<file path="src/rtl/fdc_seq_pkg.sv">
package fdc_seq_pkg;

    typedef enum logic [1:0] {
        PH_IDLE = 2'd0,
        PH_CMD  = 2'd1,
        PH_EXEC = 2'd2,
        PH_RES  = 2'd3
    } phase_t;

    localparam int LEN_W = 4;

    typedef struct packed {
        logic             known;
        logic [LEN_W-1:0] cmd_len;
        logic [LEN_W-1:0] res_len;
    } opc_info_t;

    localparam logic [7:0] ST0_BAD_CMD = 8'h80;

endpackage

</file>
<file path="src/rtl/fdc_opc_decode.sv">
module fdc_opc_decode
    import fdc_seq_pkg::*;
(
    input  logic [4:0] opc,
    output opc_info_t  info
);
    always_comb begin
        info = '0;
        unique case (opc)
            5'b00110, 5'b01100, 5'b00101, 5'b01001,
            5'b00010, 5'b10001, 5'b11001, 5'b11101: info = '{1'b1, 4'd9, 4'd7};
            5'b01101: info = '{1'b1, 4'd6, 4'd7};
            5'b01010: info = '{1'b1, 4'd2, 4'd7};
            5'b00011: info = '{1'b1, 4'd3, 4'd0};
            5'b01111: info = '{1'b1, 4'd3, 4'd0};
            5'b00111: info = '{1'b1, 4'd2, 4'd0};
            5'b01000: info = '{1'b1, 4'd1, 4'd2};
            5'b00100: info = '{1'b1, 4'd2, 4'd1};
            default:  info = '0;
        endcase
    end
endmodule

</file>
<file path="src/rtl/fdc_msr_build.sv">
module fdc_msr_build #(
    parameter int NDRV = 4
) (
    input  logic            rqm,
    input  logic            dio,
    input  logic            exm,
    input  logic            busy,
    input  logic [NDRV-1:0] drv,
    output logic [7:0]      msr
);
    localparam int PAD = 4 - NDRV;

    generate
        if (PAD > 0) begin : g_pad
            assign msr = {rqm, dio, exm, busy, {PAD{1'b0}}, drv};
        end else begin : g_full
            assign msr = {rqm, dio, exm, busy, drv[3:0]};
        end
    endgenerate
endmodule

</file>
<file path="src/rtl/fdc_cmd_seq.sv">
module fdc_cmd_seq
    import fdc_seq_pkg::*;
#(
    parameter int NPARAM = 8,
    parameter int NRES   = 7
) (
    input  logic                clk,
    input  logic                rst_n,
    input  logic                cpu_sel,
    input  logic                cpu_wr,
    input  logic                cpu_addr,
    input  logic [7:0]          cpu_wdata,
    output logic [7:0]          cpu_rdata,
    input  logic [3:0]          drv_busy,
    output logic                exe_start,
    output logic [4:0]          exe_opcode,
    output logic [2:0]          exe_flags,
    output logic [8*NPARAM-1:0] exe_params,
    input  logic                exe_done,
    input  logic [8*NRES-1:0]   exe_result
);
    localparam int CW = $clog2(NPARAM + 2);

    typedef struct packed {
        phase_t                  ph;
        logic [CW-1:0]           cnt;
        logic [CW-1:0]           clen;
        logic [CW-1:0]           rlen;
        logic [4:0]              opc;
        logic [2:0]              flg;
        logic [NPARAM-1:0][7:0]  prm;
        logic [NRES-1:0][7:0]    res;
        logic                    hold;
        logic                    start;
    } seq_state_t;

    seq_state_t s_d, s_q;
    opc_info_t  info;
    logic       rqm, acc, wr_acc, rd_acc;
    logic [7:0] msr, res_byte;

    fdc_opc_decode u_dec (
        .opc  (cpu_wdata[4:0]),
        .info (info)
    );

    fdc_msr_build #(.NDRV(4)) u_msr (
        .rqm  (rqm),
        .dio  (s_q.ph == PH_RES),
        .exm  (s_q.ph == PH_EXEC),
        .busy (s_q.ph != PH_IDLE),
        .drv  (drv_busy),
        .msr  (msr)
    );

    always_comb begin
        rqm    = !s_q.hold && (s_q.ph != PH_EXEC);
        acc    = cpu_sel && cpu_addr && rqm;
        wr_acc = acc && cpu_wr;
        rd_acc = acc && !cpu_wr;

        res_byte = 8'h00;
        for (int i = 0; i < NRES; i++) begin
            if (CW'(i) == s_q.cnt) res_byte = s_q.res[i];
        end

        s_d       = s_q;
        s_d.hold  = acc;
        s_d.start = 1'b0;

        unique case (s_q.ph)
            PH_IDLE: begin
                if (wr_acc) begin
                    s_d.opc  = cpu_wdata[4:0];
                    s_d.flg  = cpu_wdata[7:5];
                    s_d.prm  = '0;
                    s_d.cnt  = CW'(1);
                    s_d.clen = CW'(info.cmd_len);
                    s_d.rlen = CW'(info.res_len);
                    if (!info.known) begin
                        s_d.ph     = PH_RES;
                        s_d.cnt    = '0;
                        s_d.rlen   = CW'(1);
                        s_d.res    = '0;
                        s_d.res[0] = ST0_BAD_CMD;
                    end else if (info.cmd_len == LEN_W'(1)) begin
                        s_d.ph    = PH_EXEC;
                        s_d.start = 1'b1;
                    end else begin
                        s_d.ph = PH_CMD;
                    end
                end
            end
            PH_CMD: begin
                if (wr_acc) begin
                    for (int i = 0; i < NPARAM; i++) begin
                        if (CW'(i) + CW'(1) == s_q.cnt) s_d.prm[i] = cpu_wdata;
                    end
                    s_d.cnt = s_q.cnt + CW'(1);
                    if (s_q.cnt + CW'(1) == s_q.clen) begin
                        s_d.ph    = PH_EXEC;
                        s_d.start = 1'b1;
                    end
                end
            end
            PH_EXEC: begin
                if (exe_done) begin
                    s_d.cnt = '0;
                    if (s_q.rlen == '0) begin
                        s_d.ph = PH_IDLE;
                    end else begin
                        s_d.ph  = PH_RES;
                        s_d.res = exe_result;
                    end
                end
            end
            PH_RES: begin
                if (rd_acc) begin
                    s_d.cnt = s_q.cnt + CW'(1);
                    if (s_q.cnt + CW'(1) == s_q.rlen) s_d.ph = PH_IDLE;
                end
            end
            default: s_d.ph = PH_IDLE;
        endcase
    end

    always_ff @(posedge clk) begin
        if (!rst_n) s_q <= '0;
        else        s_q <= s_d;
    end

    assign cpu_rdata  = cpu_addr ? ((s_q.ph == PH_RES) ? res_byte : 8'h00) : msr;
    assign exe_start  = s_q.start;
    assign exe_opcode = s_q.opc;
    assign exe_flags  = s_q.flg;
    assign exe_params = s_q.prm;

endmodule

</file>
<file path="config.mk">
export PLATFORM = sky130hd
export DESIGN_NAME = fdc_cmd_seq
export DESIGN_NICKNAME = d
export VERILOG_FILES = /design/src/rtl/fdc_seq_pkg.sv /design/src/rtl/fdc_opc_decode.sv /design/src/rtl/fdc_msr_build.sv /design/src/rtl/fdc_cmd_seq.sv
export SDC_FILE = /design/constraint.sdc
export NUM_CORES = 1
export LEC_CHECK = 0
export BUFFER_PORTS_ARGS = -buffer_cell sky130_fd_sc_hd__buf_2
export CORE_UTILIZATION = 53
export DETAILED_ROUTE_END_ITERATION = 8
export PLACE_DENSITY = 0.78
export SYNTH_ARGS = -nofsm -noshare
export SYNTH_HDL_FRONTEND = slang
export SYNTH_SLANG_ARGS = --single-unit
</file>
<file path="constraint.sdc">
create_clock -name clk -period 2.5 [get_ports clk]
set_input_delay 0.125 -clock clk [delete_from_list [all_inputs] [get_ports clk]]
set_output_delay 0.125 -clock clk [all_outputs]
set_load 0.02 [all_outputs]
</file>
# Word level (Yosys, flattened, before mapping)

Memory sizes are Yosys's and may differ from the RTL's.
Cells that the tools add are included.
W data, S select, Z words.

Memory bits (read-only): 256
Output and inout bits: 81
Memories kept: 1
Logic and storage cells: 122
Bits in registers: 144

$add $sub $neg: 1
Equal/unequal tests: 31
Muxes and demuxes: 41
Reduce and logical (&&, ||, !) cells: 25

Memory list:

| name             | depth | width | rd ports | clocked after Yosys merged registers in | write ports | RTL line            | RTL |
|---|---|---|---|---|---|---|---|
| (name not given) | 32    | 8     | 1        | 0                                       | 0           | fdc_opc_decode.sv:9 | `unique case (opc)` |

Operator list:

| kind                  | number |
|---|---|
| $mux W56              | 3 |
| $mux W142             | 1 |
| $mux W8               | 17 |
| $pmux W64 S2          | 1 |
| $pmux W56 S2          | 1 |
| $mux W64              | 1 |
| $reduce_and A4 Y1     | 9 |
| $ne A2 B2 Y1 const B  | 17 |
| $pmux W6 S4           | 1 |
| $mux W6               | 3 |
| $eq A3 B4 Y1 const A  | 4 |
| $mux W2               | 5 |
| $eq A2 B4 Y1 const A  | 2 |
| $eq A4 B4 Y1          | 2 |
| $logic_not A4 Y1      | 2 |
| $mux W1               | 6 |
| $reduce_and A6 Y1     | 1 |
| $reduce_bool A2 Y1    | 3 |
| $logic_and A1 B1 Y1   | 5 |
| $reduce_and A5 Y1     | 1 |
| $add A4 B1 Y4 const B | 1 |
| $eq A1 B4 Y1 const A  | 1 |
| $eq A2 B2 Y1 const B  | 2 |
| $eq A4 B1 Y1 const B  | 1 |
| other kinds (7)       | 8 |

# Depth between registers and ports, before layout

Gate-level depths: netlist (run 1).

Word-level depth: 10
Gate-level depth with buffers: 10

# Cells and area by module

A second synthesis (run 1) with hierarchy kept.

Cells, all modules: 759
Area, all modules: 7319.5 um^2

By module, submodules not included:

| module         | cells an instance | instances | area an instance (um^2) | sequential area each (um^2) |
|---|---|---|---|---|
| fdc_cmd_seq    | 704               | 1         | 6886.6                  | 2882.8 |
| fdc_opc_decode | 47                | 1         | 372.9                   | 0.0 |
| fdc_msr_build  | 8                 | 1         | 60.1                    | 0.0 |

# Least setup slack after synthesis (run 1)

OpenSTA, ideal clock, no wires.

Kind: reg-to-output
Start: register s_q[138] (netlist name)
End: output port cpu_rdata[4]
Cell stages (with the launch flop): 11
Setup slack: 0.336 ns
Data arrival time: 2.039 ns
Path through: dfxtp_1 clkbuf_1 inv_1 ha_1 buf_1 nand3b_1 nor2_1 a22oi_1 nor2_1 a221oi_1 o21ai_0

Word-level cells in the longest chain between the ends: 10

RTL lines:

| item                     | RTL line           | RTL |
|---|---|---|
| start: declaration       | fdc_cmd_seq.sv:37  | `seq_state_t s_d, s_q;` |
| start signal: assignment | fdc_cmd_seq.sv:128 | `if (!rst_n) s_q <= '0;` |
| start signal: assignment | fdc_cmd_seq.sv:129 | `else s_q <= s_d;` |
| $logic_not A4 Y1         | fdc_cmd_seq.sv:64  | `if (CW'(i) == s_q.cnt) res_byte = s_q.res[i];` |
| $mux W8 (6 in series)    | fdc_cmd_seq.sv:64  |  |
| $mux W8 *                | fdc_cmd_seq.sv:64  |  |
| $mux W8 * (2 in series)  | fdc_cmd_seq.sv:132 | `assign cpu_rdata = cpu_addr ? ((s_q.ph == PH_RES) ? res_byte : 8'h00) : msr;` |
| end: declaration         | fdc_cmd_seq.sv:13  | `output logic [7:0] cpu_rdata,` |

Every way passes the cells marked *; elsewhere a longest branch is shown, timed or not.

# Worst setup path in the final report (run 1)

Start: register s_q[139] (netlist name)
End: output port cpu_rdata[2]

The elaborated chain is that of the path after synthesis.

==> impl_metrics.csv, run 1 <==
group,metric,value,unit
timing,max_slew.worst_pin.slew,708,ps
synthesis,synth-seq-cells,143,
global_routing,grt_max_degree,59,
pwr,peakVddDrop,447,µV
cts,numCtsBuffers,17,
worst_setup_path,critPathMaxFanout,17,
synthesis,ys_seq_area_share,39.1,%
timing,fin_crit,2400,ps
synthesis,syn-cell-area,7330,µm²
pwr,total_power,5.71,mW
worst_setup_path,cp_data_arrival_time,2280,ps
cts,cts_tree,"built",
route,dr.pass1.iters,5,
route,drt.antenna.violating_nets,0,
timing,finalHoldViolations,0,
layout,area_delta_synth_final,22.6,%
pwr,switchingPower,1.37,mW
worst_setup_path,end_kind,"primary output",
worst_setup_path,cp_cell_sequence,"inv_1 > ha_2 > buf_6 > nand3b_1 > a21oi_1 > a21oi_1 > o21ai_0 > o2111ai_1 > o21ai_0 > buf_2",
synthesis,synth_top_flop_cell,"dfxtp_1",
global_routing,grt_util_met3,6.89,%
synthesis,yosys_warnings,0,
route,routed_wirelength,19.3,mm
placed_design,hpwl,12.4,mm
timing,setup_viol,0,
placed_design,gp_congestion,0.847,
global_routing,busiest_layer,"met2",
floorplanning,die_w,120,µm
cts,clk_latency,430,ps
pwr,clkPwrFrac,49.4,%
route,wire_per_inst,16.5,µm
floorplanning,start_util,54.9,%
pwr,pwr-share-comb,9.9,%
cts,cts-htree-levels,4,
route,drt-initial-drc-count,558,
worst_setup_path,crit_path_top_delay_cell,"dfxtp_2",
cts,clkTransAtPathRegs,60,ps
worst_setup_path,crit_path_max_incr_delay,370,ps
synthesis,synth_xor_area_share,1.08,%
global_routing,grt_overflow,0,
floorplanning,die_h,120,µm
pwr,p_per_area,635,nW/µm²
worst_setup_path,required,2380,ps
synthesis,avgSynthCellArea,8.53,µm²
synthesis,synth-simple-area-share,20.0,%
synthesis,synth-edff-count,0,
floorplanning,core,13300,µm²
timing,finClkSkew,6.98,ps
route,vias_per_cell,5.47,
global_routing,grt_pass1_vias,6146,
route,vias,6377,
synthesis,synth_top_family_by_area,"simple AND/OR/NAND/NOR gates",
cts,clock-sinks,143,
status,outcome,"finished clean",
synthesis,syn_nets,942,
timing,slew_viol_final,0,
flow_run,cap_viol_max_count,0,
global_routing,use_met2,44.9,%
synthesis,ys_types,63,
cts,cts_root_buf,"clkbuf_16",
synthesis,muxShareOfSynthArea,9.08,%
worst_setup_path,worstSetupStartpointType,"flop",
route,drc,0,
pwr,p_sw_share,24.0,%
floorplanning,rows,42,
synthesis,synthCells,859,
timing,worst_slew_margin_rel,52.7,%
synthesis,synth_compound_area_share,17.1,%
cts,cts_setup_buffers,0,
pwr,p_seq_share,40.7,%
global_routing,antenna_found_initial,1,
pwr,leakage,3.50,nW
worst_setup_path,crit_type,"reg2out",
pwr,p_int,4.34,mW
hold_path,hp-class,"in2reg",
global_routing,grt_pass1_wl,30.6,mm
global_routing,met1_usage,33.2,%
global_routing,grt_use_total,27.3,%
placed_design,io_buffers,154,
layout,fin_nets,1059,
timing,rsz0062_at_grt,"false",
synthesis,synthAdderAreaFrac,1.54,%
timing,period_share,96.1,%
cts,cts_buffer_depth,2,
timing,max_freq,416,MHz
layout,drive_above_1_share,24.5,%
synthesis,async_flop_share,0,%
floorplanning,ioPinCount,155,
floorplanning,die-area,14300,µm²
timing,setup_tns,0,ps
==> through the flow <==
stage | setup WS, ps | utilization, % | cells | hold slack (ps) | cell area (µm²)
floorplan | 336 | - | 859 | 261 | 7330
global placement | 354 | 57.5 | 1074 | 384 | 7670
detailed placement | 320 | 57.5 | 1074 | 386 | 7670
CTS | 13.2 | 66.9 | 1165 | 0.696 | 8940
global route | 4.06 | 67.4 | 1166 | 7.63 | 8990
finish | 97.9 | 67.4 | 1166 | 10.8 | 8990
==> area by class of cell <==
type | count | area, µm²
Inverter | 8 | 30.0
Sequential cell | 143 | 2870
Clock inverter | 15 | 230
Tap cell | 176 | 220
Timing Repair Buffer | 236 | 1570
Fill cell | 1088 | 4360
Multi-Input combinational cell | 570 | 3650
Antenna cell | 1 | 2.50
Clock buffer | 17 | 425
==> power groups by stage <==
stage	clock (mW)	combinational (mW)	sequential [mW]
4_1_cts	2.85	0.555	2.32
5_1_grt	2.94	0.611	2.32
6_report	2.82	0.567	2.32
3_3_place_gp	0	0.476	2.37
2_1_floorplan	0	0.347	2.36
3_5_place_dp	0	0.480	2.37
==> worst max-delay path: cells and delay by family (launching register included) <==
kind	cells	cell delay, ps
compound gates	5	650
buf+inv	3	440
flops	1	370
fa+ha+maj	1	230
simple gates	1	160
==> worst paths after layout <==
kind / start / end / slack (ps) / cells past startpoint
max: s_q[139] / cpu_rdata[2] / 100 / 10
min: exe_result[20] / s_q[22] / 10 / 3
max reg2reg: s_q[142] / s_q[143] / 380 / 6
min reg2reg: s_q[37] / s_q[37] / 450 / 2
==> state kept, by name (all words and copies together) (netlist names) <==
register    count
exe_opcode      5
s_q            70
exe_params     64
exe_start       1
exe_flags       3
==> routing by layer <==
metal | wire length, µm | part of all wire (%)
met3 | 1310 | 6.8
met2 | 9120 | 47
met5 | 0 | 0
met1 | 8330 | 43
met4 | 533 | 2.8
==> synth_stat cells, drive strengths merged, types with 5 or more instances <==
| cell | count | area (µm²) |
|---|---|---|
| buf | 95 | 698 |
| nand2 | 101 | 379 |
| nor2 | 61 | 231 |
| inv | 8 | 30.0 |
| o21ai | 30 | 154 |
| nor3 | 8 | 40.0 |
| and2 | 8 | 52.6 |
| nand3b | 12 | 90.1 |
| clkbuf | 43 | 165 |
| nor2b | 35 | 219 |
| a22oi | 7 | 52.6 |
| xor2 | 5 | 43.8 |
| a21boi | 47 | 353 |
| dfxtp | 143 | 2860 |
| ha | 9 | 113 |
| nand3 | 56 | 280 |
| a21oi | 61 | 395 |
| mux2i | 65 | 651 |
| nand2b | 8 | 50.1 |
| or2 | 5 | 31.3 |
| a31oi | 8 | 50.1 |
==> placed cells by master, fill, tap and decap left out, drive strengths merged, types with 17 or more instances in the layout <==
master	count
nand2	101
nor2b	35
a21boi	47
dlygate4sd3	59
a21oi	61
clkbuf	17
buf	177
nand3	56
dfxtp	143
mux2i	65
o21ai	30
nor2	61
==> cell families (layout without fill, tap and decap cells) <==
group | after synthesis | count (layout)
and+or+nand+nor | 307 | 307
xor gates and xnor gates | 9 | 9
adders and majority gates | 9 | 9
buffers and inverters | 146 | 276
muxes | 66 | 66
other | 0 | 1
DFF | 143 | 143
AOI/OAI and AO/OA | 179 | 179
==> repair_timing <==
| item | 4_1_cts | 5_1_grt |
|---|---|---|
| setup endpoints to repair | 8 | 8 |
| resized for setup | 9 | 17 |
| pin swaps | 0 | 2 |
| cloned | 0 | 0 |
| hold endpoints to repair | 59 | 0 |
| hold buffers | 59 | 0 |
Note: power is estimated with default switching activity, not from simulation.
==> run 2: changes to the inputs <==
--- a/config.mk
+++ b/config.mk
@@ -5,10 +5,10 @@
 export SDC_FILE = /design/constraint.sdc
 export NUM_CORES = 1
 export LEC_CHECK = 0
-export BUFFER_PORTS_ARGS = -buffer_cell sky130_fd_sc_hd__buf_2
 export CORE_UTILIZATION = 53
 export DETAILED_ROUTE_END_ITERATION = 8
-export PLACE_DENSITY = 0.78
+export DONT_BUFFER_PORTS = 1
+export PLACE_DENSITY = 0.68
 export SYNTH_ARGS = -nofsm -noshare
 export SYNTH_HDL_FRONTEND = slang
 export SYNTH_SLANG_ARGS = --single-unit
==> impl_metrics.csv, run 2 (same netlist as run 1, synthesis figures left out) <==
group,metric,value,unit
timing,finalHoldViolations,0,
route,routed_wirelength,18.5,mm
global_routing,grt_pass1_vias,5695,
layout,mostFrequentLayoutCells,"dfxtp_1 (140), nand2_1 (101), dlygate4sd3_1 (67), mux2i_1 (65), nor2_1 (60)",
route,dr.pass1.iters,5,
cts,clkTransAtPathRegs,60,ps
worst_setup_path,crit_path_max_incr_delay,370,ps
route,wire_per_inst,18.0,µm
floorplanning,ioPinCount,155,
global_routing,grt_use_total,26.3,%
cts,cts_buffer_depth,2,
floorplanning,start_util,54.9,%
placed_design,io_buffers,0,
timing,timing.hold.ws,18.2,ps
worst_setup_path,critPathTopFamily,"compound AO/OA/AOI/OAI gates",
timing,rsz0062_at_grt,"false",
layout,final_common_cell,"dfxtp_1",
worst_setup_path,cp_cell_sequence,"inv_1 > ha_4 > buf_4 > nand3b_1 > a21oi_1 > a21oi_1 > o21ai_0 > a22oi_1 > o21ai_1 > buf_4",
worst_setup_path,critPathMaxFanout,16,
cts,clk_latency,420,ps
pwr,peakVddDrop,564,µV
worst_setup_path,worst-path-buf-inv,3,
layout,fin_nets,920,
cts,clock-sinks,143,
worst_setup_path,required,2380,ps
hold_path,hp-class,"in2reg",
cts,cts_setup_buffers,0,
timing,max_freq,420,MHz
cts,cts_tree,"built",
worst_setup_path,worstSetupStartpointType,"flop",
timing,finClkSkew,5.94,ps
timing,worst_slew_margin_rel,53.7,%
timing,period_share,95.3,%
timing,setup_viol,0,
placed_design,gp_congestion,0.902,
cts,numCtsBuffers,17,
cts,cts_root_buf,"clkbuf_16",
timing,setup_tns,0,ps
flow_run,cap_viol_max_count,0,
route,drt-initial-drc-count,495,
cts,cts-htree-levels,4,
route,vias_per_cell,5.67,
global_routing,antenna_found_initial,0,
global_routing,grt_pass1_wl,29.4,mm
worst_setup_path,end_kind,"primary output",
layout,n_antenna_cell,0,
layout,top_register,"s_q",
route,vias,5817,
worst_setup_path,cp-startpoint,"s_q[139]",
floorplanning,die_w,120,µm
layout,area_delta_synth_final,13.1,%
placed_design,hpwl,12.6,mm
timing,slew_viol_final,0,
status,outcome,"finished clean",
timing,max_slew.worst_pin.slew,693,ps
route,drc,0,
worst_setup_path,crit_path_top_delay_cell,"dfxtp_2",
worst_setup_path,cp_data_arrival_time,2260,ps
global_routing,grt_overflow,0,
pwr,leakage,2.80,nW
pwr,p_per_area,641,nW/µm²
placed_design,dpl.cell_count,926,
route,drt.antenna.violating_nets,0,
worst_setup_path,r2r_start,"s_q[1]",
layout,stdcell_count,1026,
hold_path,min_from,"cpu_wdata[4]",
floorplanning,die_h,120,µm
worst_setup_path,crit_type,"reg2out",
timing,fin_crit,2380,ps
layout,largest_register_ffs,70,
floorplanning,rows,42,
floorplanning,core,13300,µm²
global_routing,grt_max_degree,78,
layout,drive_above_1_share,10.9,%
floorplanning,die-area,14300,µm²
run 2: changes by cell type in the layout (fill, tap and decap cells not counted), moves of 2 or more:
cell | previous run | this run
o21ai_0 | 18 | 20
o21ai_1 | 11 | 9
a21oi_1 | 50 | 52
clkinvlp_4 | 3 | 7
bufinv_16 | 5 | 2
buf_2 | 150 | 0
dlygate4sd3_1 | 59 | 67
a21oi_2 | 3 | 1
buf_4 | 24 | 26
run 2: path summary, 6_finish.rpt:
kind / endpoint / slack (ps) / cells after the start
setup / recovery: cpu_rdata[7] / 120 / 10
hold / removal: s_q[130] / 20 / 4
setup reg to reg: s_q[43] / 380 / 7
hold reg to reg: s_q[52] / 450 / 2
run 2: worst reg2reg max path: stages, from the launching register on:
cell and delay [ps]:
dfxtp_1 380, nand4b_1 220, or2_1 300, nor2_2 110, a32oi_4 500, buf_12 290, nand2_1 100, a21boi_1 150
run 2: through the flow:
step / power, mW / util, % / area, µm² / worst slack [ps]
after floorplan: 2.71 / - / 7330 / 336
after global placement: 2.75 / 52.1 / 6960 / 411
after detailed placement: 2.76 / 52.1 / 6960 / 337
after CTS: 5.35 / 61.8 / 8250 / 57.3
after global routing: 5.50 / 62.1 / 8290 / 7.18
final: 5.31 / 62.1 / 8290 / 117
run 2: where the power goes:
group | internal [mW] | switching, mW | total, mW
Clock | 1.48 | 1.01 | 2.49
Sequential | 2.30 | 0.0336 | 2.33
Combinational | 0.224 | 0.265 | 0.489
Total | 4.00 | 1.31 | 5.31
run 2: what timing repair did:
item,4_1_cts,5_1_grt
resized for setup,3,13
endpoints found under the hold margin,101,0
hold buffers,68,0
setup endpoints to repair,8,8
pin swaps,0,2
run 2: layer usage:
| layer | global-route usage (%) | vias to the layer above | wire length (µm) |
|---|---|---|---|
| met5 | 0 | - | 0 |
| met4 | 8.98 | 0 | 344 |
| li1 | - | 2814 | - |
| met3 | 7.37 | 26 | 1320 |
| met1 | 32.6 | 2777 | 7850 |
| met2 | 43.9 | 200 | 8950 |
run 2: layout make-up:
cell class / count / area, µm²
tap: 176 / 220
timing repair buffer: 97 / 945
sequential: 143 / 2870
clock buffer: 17 / 425
fill: 1118 / 5060
multi-input combinational: 570 / 3640
clock inverter: 15 / 161
inverter: 8 / 30.0
